### src/rtl/ser_ctl_pkg.sv
package ser_ctl_pkg;
  localparam int ADDR_W  = 3;
  localparam int DATA_W  = 10;
  localparam int SHORT_W = 8;
  localparam int CODE_W  = 8;
  localparam int FRAME_W = ADDR_W + 1 + DATA_W;
  localparam int CNT_W   = $clog2(FRAME_W + 1);

  typedef logic [ADDR_W-1:0] addr_t;
  localparam addr_t ADR_GAIN = 3'b000;
  localparam addr_t ADR_MISC = 3'b001;
  localparam addr_t ADR_MODE = 3'b010;
  localparam addr_t ADR_DAC1 = 3'b100;
  localparam addr_t ADR_DAC2 = 3'b110;

  typedef enum logic [1:0] {
    OP_AUX    = 2'b00,
    OP_AUXMID = 2'b01,
    OP_DIRECT = 2'b10,
    OP_CCD    = 2'b11
  } op_mode_e;

  // packed: clamp occupies bits 1:0, op occupies bits 9:8
  typedef struct packed {
    op_mode_e   op;
    logic [1:0] outm;
    logic [1:0] clkm;
    logic [1:0] pwr;
    logic [1:0] clamp;
  } mode_reg_t;
endpackage

### src/rtl/ser_pin_sync.sv
module ser_pin_sync #(
  parameter int          N       = 3,
  parameter int          STAGES  = 2,
  parameter logic [N-1:0] RST_VAL = '0
) (
  input  logic         clk,
  input  logic         rst_n,
  input  logic [N-1:0] pins_i,
  output logic [N-1:0] lvl_o
);
  logic [N-1:0] pipe_q [STAGES];

  genvar s;
  generate
    for (s = 0; s < STAGES; s++) begin : g_stage
      always_ff @(posedge clk or negedge rst_n) begin
        if (!rst_n) pipe_q[s] <= RST_VAL;
        else if (s == 0) pipe_q[s] <= pins_i;
        else pipe_q[s] <= pipe_q[(s == 0) ? 0 : s-1];
      end
    end
  endgenerate

  assign lvl_o = pipe_q[STAGES-1];
endmodule

### src/rtl/ser_frame_rx.sv
module ser_frame_rx
  import ser_ctl_pkg::*;
#(
  parameter int A_W = ADDR_W,
  parameter int D_W = DATA_W,
  parameter int S_W = SHORT_W
) (
  input  logic           clk,
  input  logic           rst_n,
  input  logic           sclk_lvl,
  input  logic           load_lvl,
  input  logic           sdin_lvl,
  input  logic           gain_short,
  input  logic [D_W-1:0] rd_data,
  output logic           wr_en,
  output logic [A_W-1:0] wr_addr,
  output logic [D_W-1:0] wr_data,
  output logic [A_W-1:0] rd_addr,
  output logic           sdo,
  output logic           sdo_en
);
  localparam int F_W = A_W + 1 + D_W;
  localparam int C_W = $clog2(F_W + 1);
  localparam logic [C_W-1:0] CNT_FULL  = C_W'(F_W);
  localparam logic [C_W-1:0] CNT_SHORT = C_W'(A_W + 1 + S_W);
  localparam logic [C_W-1:0] CNT_HDR   = C_W'(A_W + 1);
  localparam logic [C_W-1:0] BITS_RD   = C_W'(D_W);

  logic           sclk_d, load_d;
  logic           sclk_rise, sclk_fall, load_fall, load_rise;
  logic [C_W-1:0] cnt_q, rd_idx_q;
  logic [F_W-1:0] frame_q;
  logic           rd_frame;
  logic [C_W-1:0] need;

  always_ff @(posedge clk or negedge rst_n) begin
    if (!rst_n) begin
      sclk_d <= 1'b0;
      load_d <= 1'b1;
    end else begin
      sclk_d <= sclk_lvl;
      load_d <= load_lvl;
    end
  end

  assign sclk_rise = sclk_lvl & ~sclk_d;
  assign sclk_fall = ~sclk_lvl & sclk_d;
  assign load_fall = ~load_lvl & load_d;
  assign load_rise = load_lvl & ~load_d;
  assign rd_frame  = frame_q[A_W] && (cnt_q >= CNT_HDR);

  always_ff @(posedge clk or negedge rst_n) begin
    if (!rst_n) begin
      cnt_q    <= '0;
      rd_idx_q <= '0;
      frame_q  <= '0;
      sdo      <= 1'b0;
      sdo_en   <= 1'b0;
    end else if (load_fall) begin
      cnt_q    <= '0;
      rd_idx_q <= '0;
      frame_q  <= '0;
      sdo_en   <= 1'b0;
    end else if (load_rise) begin
      sdo_en <= 1'b0;
    end else if (!load_lvl) begin
      if (sclk_rise && cnt_q < CNT_FULL) begin
        frame_q[cnt_q] <= sdin_lvl;
        cnt_q          <= cnt_q + 1'b1;
      end
      if (sclk_fall && rd_frame && rd_idx_q < BITS_RD) begin
        sdo      <= rd_data[rd_idx_q];
        sdo_en   <= 1'b1;
        rd_idx_q <= rd_idx_q + 1'b1;
      end
    end
  end

  assign rd_addr = frame_q[A_W-1:0];
  assign wr_addr = frame_q[A_W-1:0];
  assign wr_data = frame_q[F_W-1:A_W+1];
  assign need    = (gain_short && frame_q[A_W-1:0] == ADR_GAIN) ? CNT_SHORT : CNT_FULL;
  assign wr_en   = load_rise && !frame_q[A_W] && (cnt_q >= need);

  a_r3_count_cap: assert property (@(posedge clk) disable iff (!rst_n)
    cnt_q <= CNT_FULL);
  a_r3_frame_frozen: assert property (@(posedge clk) disable iff (!rst_n)
    (sclk_rise && !load_lvl && !load_fall && cnt_q == CNT_FULL) |=> $stable(frame_q));
  a_r2_commit_len: assert property (@(posedge clk) disable iff (!rst_n)
    wr_en |-> (cnt_q >= CNT_SHORT));
  a_r8_oe_read_only: assert property (@(posedge clk) disable iff (!rst_n)
    $rose(sdo_en) |-> frame_q[A_W]);
  a_r8_oe_drop: assert property (@(posedge clk) disable iff (!rst_n)
    load_rise |=> !sdo_en);
endmodule

### src/rtl/ser_ctl_regs.sv
module ser_ctl_regs
  import ser_ctl_pkg::*;
#(
  parameter int A_W = ADDR_W,
  parameter int D_W = DATA_W,
  parameter int C_W = CODE_W
) (
  input  logic           clk,
  input  logic           rst_n,
  input  logic           wr_en,
  input  logic [A_W-1:0] wr_addr,
  input  logic [D_W-1:0] wr_data,
  input  logic [A_W-1:0] rd_addr,
  output logic [D_W-1:0] rd_data,
  output mode_reg_t      mode_q,
  output logic [D_W-1:0] gain_q,
  output logic [C_W-1:0] dac1_q,
  output logic [C_W-1:0] dac2_q,
  output logic [1:0]     misc_q
);
  always_ff @(posedge clk or negedge rst_n) begin
    if (!rst_n) begin
      mode_q <= '{op: OP_CCD, default: '0};
      gain_q <= '0;
      dac1_q <= '0;
      dac2_q <= '0;
      misc_q <= '0;
    end else if (wr_en) begin
      unique case (wr_addr)
        ADR_MODE: mode_q <= mode_reg_t'(wr_data);
        ADR_GAIN: gain_q <= wr_data;
        ADR_DAC1: dac1_q <= wr_data[C_W-1:0];
        ADR_DAC2: dac2_q <= wr_data[C_W-1:0];
        ADR_MISC: misc_q <= wr_data[1:0];
        default: ;
      endcase
    end
  end

  always_comb begin
    rd_data = '0;
    unique case (rd_addr)
      ADR_MODE: rd_data = D_W'(mode_q);
      ADR_GAIN: rd_data = gain_q;
      ADR_DAC1: rd_data = D_W'(dac1_q);
      ADR_DAC2: rd_data = D_W'(dac2_q);
      ADR_MISC: rd_data = D_W'(misc_q);
      default:  rd_data = '0;
    endcase
  end

  logic mapped;
  assign mapped = (wr_addr == ADR_MODE) || (wr_addr == ADR_GAIN) || (wr_addr == ADR_DAC1) ||
                  (wr_addr == ADR_DAC2) || (wr_addr == ADR_MISC);

  a_r7_unmapped_ignored: assert property (@(posedge clk) disable iff (!rst_n)
    (wr_en && !mapped) |=> ($stable(mode_q) && $stable(gain_q) && $stable(dac1_q)
                             && $stable(dac2_q) && $stable(misc_q)));
  a_r2_idle_hold: assert property (@(posedge clk) disable iff (!rst_n)
    !wr_en |=> ($stable(mode_q) && $stable(gain_q) && $stable(dac1_q)
                && $stable(dac2_q) && $stable(misc_q)));
  a_r6_reset_values: assert property (@(posedge clk)
    $rose(rst_n) |-> (mode_q.op == OP_CCD && mode_q.pwr == 2'b00 && gain_q == '0
                      && misc_q == 2'b00 && dac1_q == '0 && dac2_q == '0));
endmodule

### src/rtl/ser_ctl_port.sv
module ser_ctl_port
  import ser_ctl_pkg::*;
#(
  parameter int SYNC_STAGES = 2
) (
  input  logic              clk,
  input  logic              rst_n,
  input  logic              ser_clk,
  input  logic              ser_load_n,
  input  logic              ser_din,
  output logic              ser_dout,
  output logic              ser_dout_en,
  output logic [1:0]        clamp_lvl,
  output logic [1:0]        pwr_mode,
  output logic [1:0]        clk_mode,
  output logic [1:0]        out_mode,
  output logic [1:0]        op_mode,
  output logic              pd_hs_aux,
  output logic              pd_ref_stby,
  output logic              pd_shutdown,
  output logic [DATA_W-1:0] gain_code,
  output logic [CODE_W-1:0] dac1_code,
  output logic [CODE_W-1:0] dac2_code,
  output logic              dac_enable,
  output logic              eo_corr_bypass
);
  logic [2:0]        pins_lvl;
  logic              wr_en;
  logic [ADDR_W-1:0] wr_addr, rd_addr;
  logic [DATA_W-1:0] wr_data, rd_data;
  mode_reg_t         mode_q;
  logic [1:0]        misc_q;

  // pin order: {data, load, clock}; load idles high
  ser_pin_sync #(.N(3), .STAGES(SYNC_STAGES), .RST_VAL(3'b010)) u_sync (
    .clk    (clk),
    .rst_n  (rst_n),
    .pins_i ({ser_din, ser_load_n, ser_clk}),
    .lvl_o  (pins_lvl)
  );

  ser_frame_rx #(.A_W(ADDR_W), .D_W(DATA_W), .S_W(SHORT_W)) u_rx (
    .clk        (clk),
    .rst_n      (rst_n),
    .sclk_lvl   (pins_lvl[0]),
    .load_lvl   (pins_lvl[1]),
    .sdin_lvl   (pins_lvl[2]),
    .gain_short (mode_q.op == OP_AUX),
    .rd_data    (rd_data),
    .wr_en      (wr_en),
    .wr_addr    (wr_addr),
    .wr_data    (wr_data),
    .rd_addr    (rd_addr),
    .sdo        (ser_dout),
    .sdo_en     (ser_dout_en)
  );

  ser_ctl_regs #(.A_W(ADDR_W), .D_W(DATA_W), .C_W(CODE_W)) u_regs (
    .clk     (clk),
    .rst_n   (rst_n),
    .wr_en   (wr_en),
    .wr_addr (wr_addr),
    .wr_data (wr_data),
    .rd_addr (rd_addr),
    .rd_data (rd_data),
    .mode_q  (mode_q),
    .gain_q  (gain_code),
    .dac1_q  (dac1_code),
    .dac2_q  (dac2_code),
    .misc_q  (misc_q)
  );

  assign clamp_lvl      = mode_q.clamp;
  assign pwr_mode       = mode_q.pwr;
  assign clk_mode       = mode_q.clkm;
  assign out_mode       = mode_q.outm;
  assign op_mode        = mode_q.op;
  assign pd_hs_aux      = (mode_q.pwr == 2'b01);
  assign pd_ref_stby    = (mode_q.pwr == 2'b10);
  assign pd_shutdown    = (mode_q.pwr == 2'b11);
  assign dac_enable     = misc_q[0];
  assign eo_corr_bypass = misc_q[1];
endmodule

### config.mk
export PLATFORM = sky130hd
export DESIGN_NAME = ser_ctl_port
export DESIGN_NICKNAME = d
export VERILOG_FILES = /design/src/rtl/ser_ctl_pkg.sv /design/src/rtl/ser_pin_sync.sv /design/src/rtl/ser_frame_rx.sv /design/src/rtl/ser_ctl_regs.sv /design/src/rtl/ser_ctl_port.sv
export SDC_FILE = /design/constraint.sdc
export NUM_CORES = 1
export LEC_CHECK = 0
export CAP_MARGIN = 20
export CORE_ASPECT_RATIO = 1.2
export CORE_MARGIN = 4
export CORE_UTILIZATION = 59
export CTS_CLUSTER_SIZE = 40
export DETAILED_ROUTE_END_ITERATION = 10
export MAX_ROUTING_LAYER = met4
export PLACE_DENSITY_LB_ADDON = 0.12
export SLEW_MARGIN = 0
export SYNTH_ARGS = -nofsm -noshare
export SYNTH_HDL_FRONTEND = slang
export SYNTH_SLANG_ARGS = --single-unit
### constraint.sdc
create_clock -name clk -period 4.4 [get_ports clk]
set_input_delay 1.32 -clock clk [delete_from_list [all_inputs] [get_ports clk]]
set_output_delay 1.32 -clock clk [all_outputs]
set_load 0.01 [all_outputs]
==> flow_metrics.py <==
metrics = {
    "logic_synthesis": {
        "ys_async_sr_fraction": 1.00,
        "ys_seq_area_frac": 0.502,
        "synth_enable_flop_cells": 0,
        "synthCells": 291,
        "syn_nets": 305,
        "postSynthAreaPerCell_um2": 12.0,
        "synth_cell_types": 56,
        "ys.flop_type": "dfrtp_1",
        "synth_area_mm2": 0.00350,
        "ys_ff_latch": 70,
        "ys.warnings.count": 0,
    },
    "layout": {
        "syn_to_final_growth_pct": 19.8,
        "most-common-layout-cells": "dfrtp_1, clkdlybuf4s50_1, mux2_2",
        "final_common_cell": "dfrtp_1",
        "ff_latch_area_mm2": 0.00176,
        "antennaDiodeCount": 0,
        "drive_above_1_share": 0.239,
        "fin_util": 0.735,
        "multi_input_area_mm2": 0.00159,
        "n_fill_cell": 433,
        "nets": 349,
    },
    "timing": {
        "period_minus_slack_ns": 2.85,
        "holdWs_ns": 0.354,
        "slew_viol_final": 0,
        "rsz0062_at_grt": "false",
        "final-hold-violation-count": 0,
        "slew_headroom": 0.233,
        "finalSetupViolCount": 0,
        "fin_skew_ns": 0.00816,
        "setup_tns_ns": 0,
        "post-route-period-util": 0.648,
        "timing.final.ws_setup_ns": 1.55,
        "worst-slew-pin-transition_ns": 1.15,
        "max_freq_mhz": 351,
    },
    "power_and_ir_drop": {
        "clkPwrFrac": 0.365,
        "power.leakage_nw": 1.82,
        "power_density_mw_per_mm2": 380,
        "p_switching_mw": 0.465,
        "p_int_mw": 1.13,
        "vdd_drop_max_v": 0.000286,
        "switching_share": 0.291,
        "share_comb_of_total_power": 0.149,
        "total_power_mw": 1.59,
        "share_seq_of_total_power": 0.485,
    },
    "clocking": {
        "clkLatencyLatePin_ns": 0.34,
        "cts_buffer_depth": 2,
        "clock-sinks": 70,
        "cts_setup_buffers": 0,
        "cts.clk_slew.worst_paths_ns": 0.07,
        "cts_root_buf": "clkbuf_8",
        "cts_hold_buffers": 0,
        "htreeDepth": 3,
        "cts_resized": 0,
        "cts_buffers": 9,
        "cts_tree": "yes",
    },
    "route": {
        "drtIter0Drc": 147,
        "firstDrtPassIters": 4,
        "viasPerCell": 5.96,
        "drt_wl_total_um": 7770,
        "num_vias": 2497,
        "drc_errors": 0,
        "drt.antenna.violating_nets": 0,
        "wire_per_inst_um": 18.5,
    },
    "floorplanning": {
        "io_pins": 48,
        "std_cell_rows": 30,
        "die_x_um": 78.3,
        "core_mm2": 0.00571,
        "die_y_um": 92.4,
        "start_util": 0.613,
        "die-area_mm2": 0.00723,
    },
    "placed_design": {
        "pre_cts_ws_ns": 1.57,
        "gp_congestion": 0.894,
        "place_hpwl_um": 5510,
        "portBuffers": 47,
    },
    "setup_path": {
        "startpoint_type": "flop",
        "path_cells": "nor3_1 > nand2_1 > ha_1 > nand2b_1 > a21oi_2 > and2_1 > mux2_2",
        "path_class": "reg -> reg",
        "critPathCaptureType": "flop",
        "crit_fanout": 25,
        "critPathRequiredTime_ns": 4.63,
        "crit_slowest_cell": "dfrtp_1",
        "crit_arrival_ns": 3.08,
        "crit_path_max_incr_delay_ns": 0.75,
    },
    "run": {
        "maxCapViolCount": 0,
    },
    "global_routing": {
        "antenna_found_initial": 0,
        "grt_pass1_wl_um": 12900,
        "grt_overflow": 0,
        "grt_pass1_vias": 2543,
        "grt_max_degree": 28,
        "track_usage": 0.240,
    },
    "hold_path": {
        "worstHoldPathType": "reg -> reg",
    },
    "run_status": {
        "status": "finished clean",
    },
}
## critical path, delay by kind of cell (launching register included)
| family | cells | cell delay [ns] |
|---|---|---|
| compound gates | 1 | 0.27 |
| fa+ha+maj | 1 | 0.28 |
| flops | 1 | 0.75 |
| mux | 1 | 0.40 |
| simple gates | 4 | 1.02 |
## flip-flops by register name, indices dropped and copies added (netlist names)
signal,cells
u_regs.dac1_q,8
u_regs.dac2_q,8
u_regs.gain_q,10
u_regs.misc_q,2
u_regs.mode_q,10
u_rx.cnt_q,4
u_rx.frame_q,14
u_rx.load_d,1
u_rx.rd_idx_q,4
u_rx.sclk_d,1
u_rx.sdo,1
u_rx.sdo_en,1
u_sync.lvl_o,3
u_sync.pipe_q,3
## kinds of logic (layout without fill, tap and decap cells)
logic type,Yosys count,in the layout,synth area share
xor+xnor,1,1,0.00250
buf+inv,26,74,0.0422
compound gates,52,52,0.102
fa+ha+maj,9,9,0.0322
simple gates,77,77,0.131
flops,70,70,0.502
mux,56,56,0.188
## synthesized netlist by cell type, drive strengths merged (3+ instances only)
cell	n	area (um^2)
a21oi	15	78.8
buf	10	87.6
clkbuf	6	22.5
dfrtp	65	1630
dfstp	5	131
ha	9	113
inv	10	37.5
mux2	45	507
mux2i	8	80.1
mux4	3	71.3
nand2	7	28.8
nand2b	6	37.5
nand3	7	45.0
nand3b	3	22.5
nand4	8	50.1
nor2	15	63.8
nor2b	7	51.3
nor3	6	30.0
nor4	7	50.1
o21ai	8	40.0
o31ai	10	75.1
or3	3	18.8
## per-stage QoR
stage / cells / cell area, um^2
2_1_floorplan: 291 / 3500
3_3_place_gp: 404 / 3970
3_5_place_dp: 404 / 3970
4_1_cts: 419 / 4190
5_1_grt: 419 / 4190
6_report: 419 / 4190
## area by class of cell
type | instances | area share
clock buffer | 11 | 0.0361
clock inverter | 4 | 0.0167
inverter | 10 | 0.00896
multi-input combinational | 195 | 0.380
sequential | 70 | 0.419
tap | 80 | 0.0239
timing repair buffer | 49 | 0.115
## final timing paths
path                                        startpoint                           end  slack (ns)  depth (start not counted)
hold / removal              u_sync.pipe_q[5]$_DFF_PN0_     u_sync.lvl_o[2]$_DFF_PN0_        0.35                          0
hold reg to reg             u_sync.pipe_q[5]$_DFF_PN0_     u_sync.lvl_o[2]$_DFF_PN0_        0.35                          0
max in group asynchronous                        rst_n         u_rx.load_d$_DFF_PN1_        2.67                          2
setup reg to reg           u_rx.frame_q[2]$_DFFE_PN0P_  u_regs.gain_q[3]$_DFFE_PN0P_        1.55                          7
setup / recovery           u_rx.frame_q[2]$_DFFE_PN0P_  u_regs.gain_q[3]$_DFFE_PN0P_        1.55                          7
min in group asynchronous                        rst_n  u_regs.mode_q[3]$_DFFE_PN0P_        0.96                          1
## power by group through the flow
| stage | Sequential, mW | Combinational, mW | Clock, mW |
|---|---|---|---|
| floorplan | 0.725 | 0.239 | 0 |
| global placement | 0.782 | 0.230 | 0 |
| detailed placement | 0.785 | 0.236 | 0 |
| CTS | 0.773 | 0.239 | 0.589 |
| global route | 0.783 | 0.271 | 0.615 |
| finish | 0.774 | 0.238 | 0.582 |
## layer usage
metal	track usage	share of wire	up-vias
met4	0.0962	0.020	0
met1	0.297	0.42	1230
li1	-	-	1167
met3	0.0447	0.049	18
met5	-	0	-
met2	0.391	0.51	82
Power figures use the tool's default switching activity.
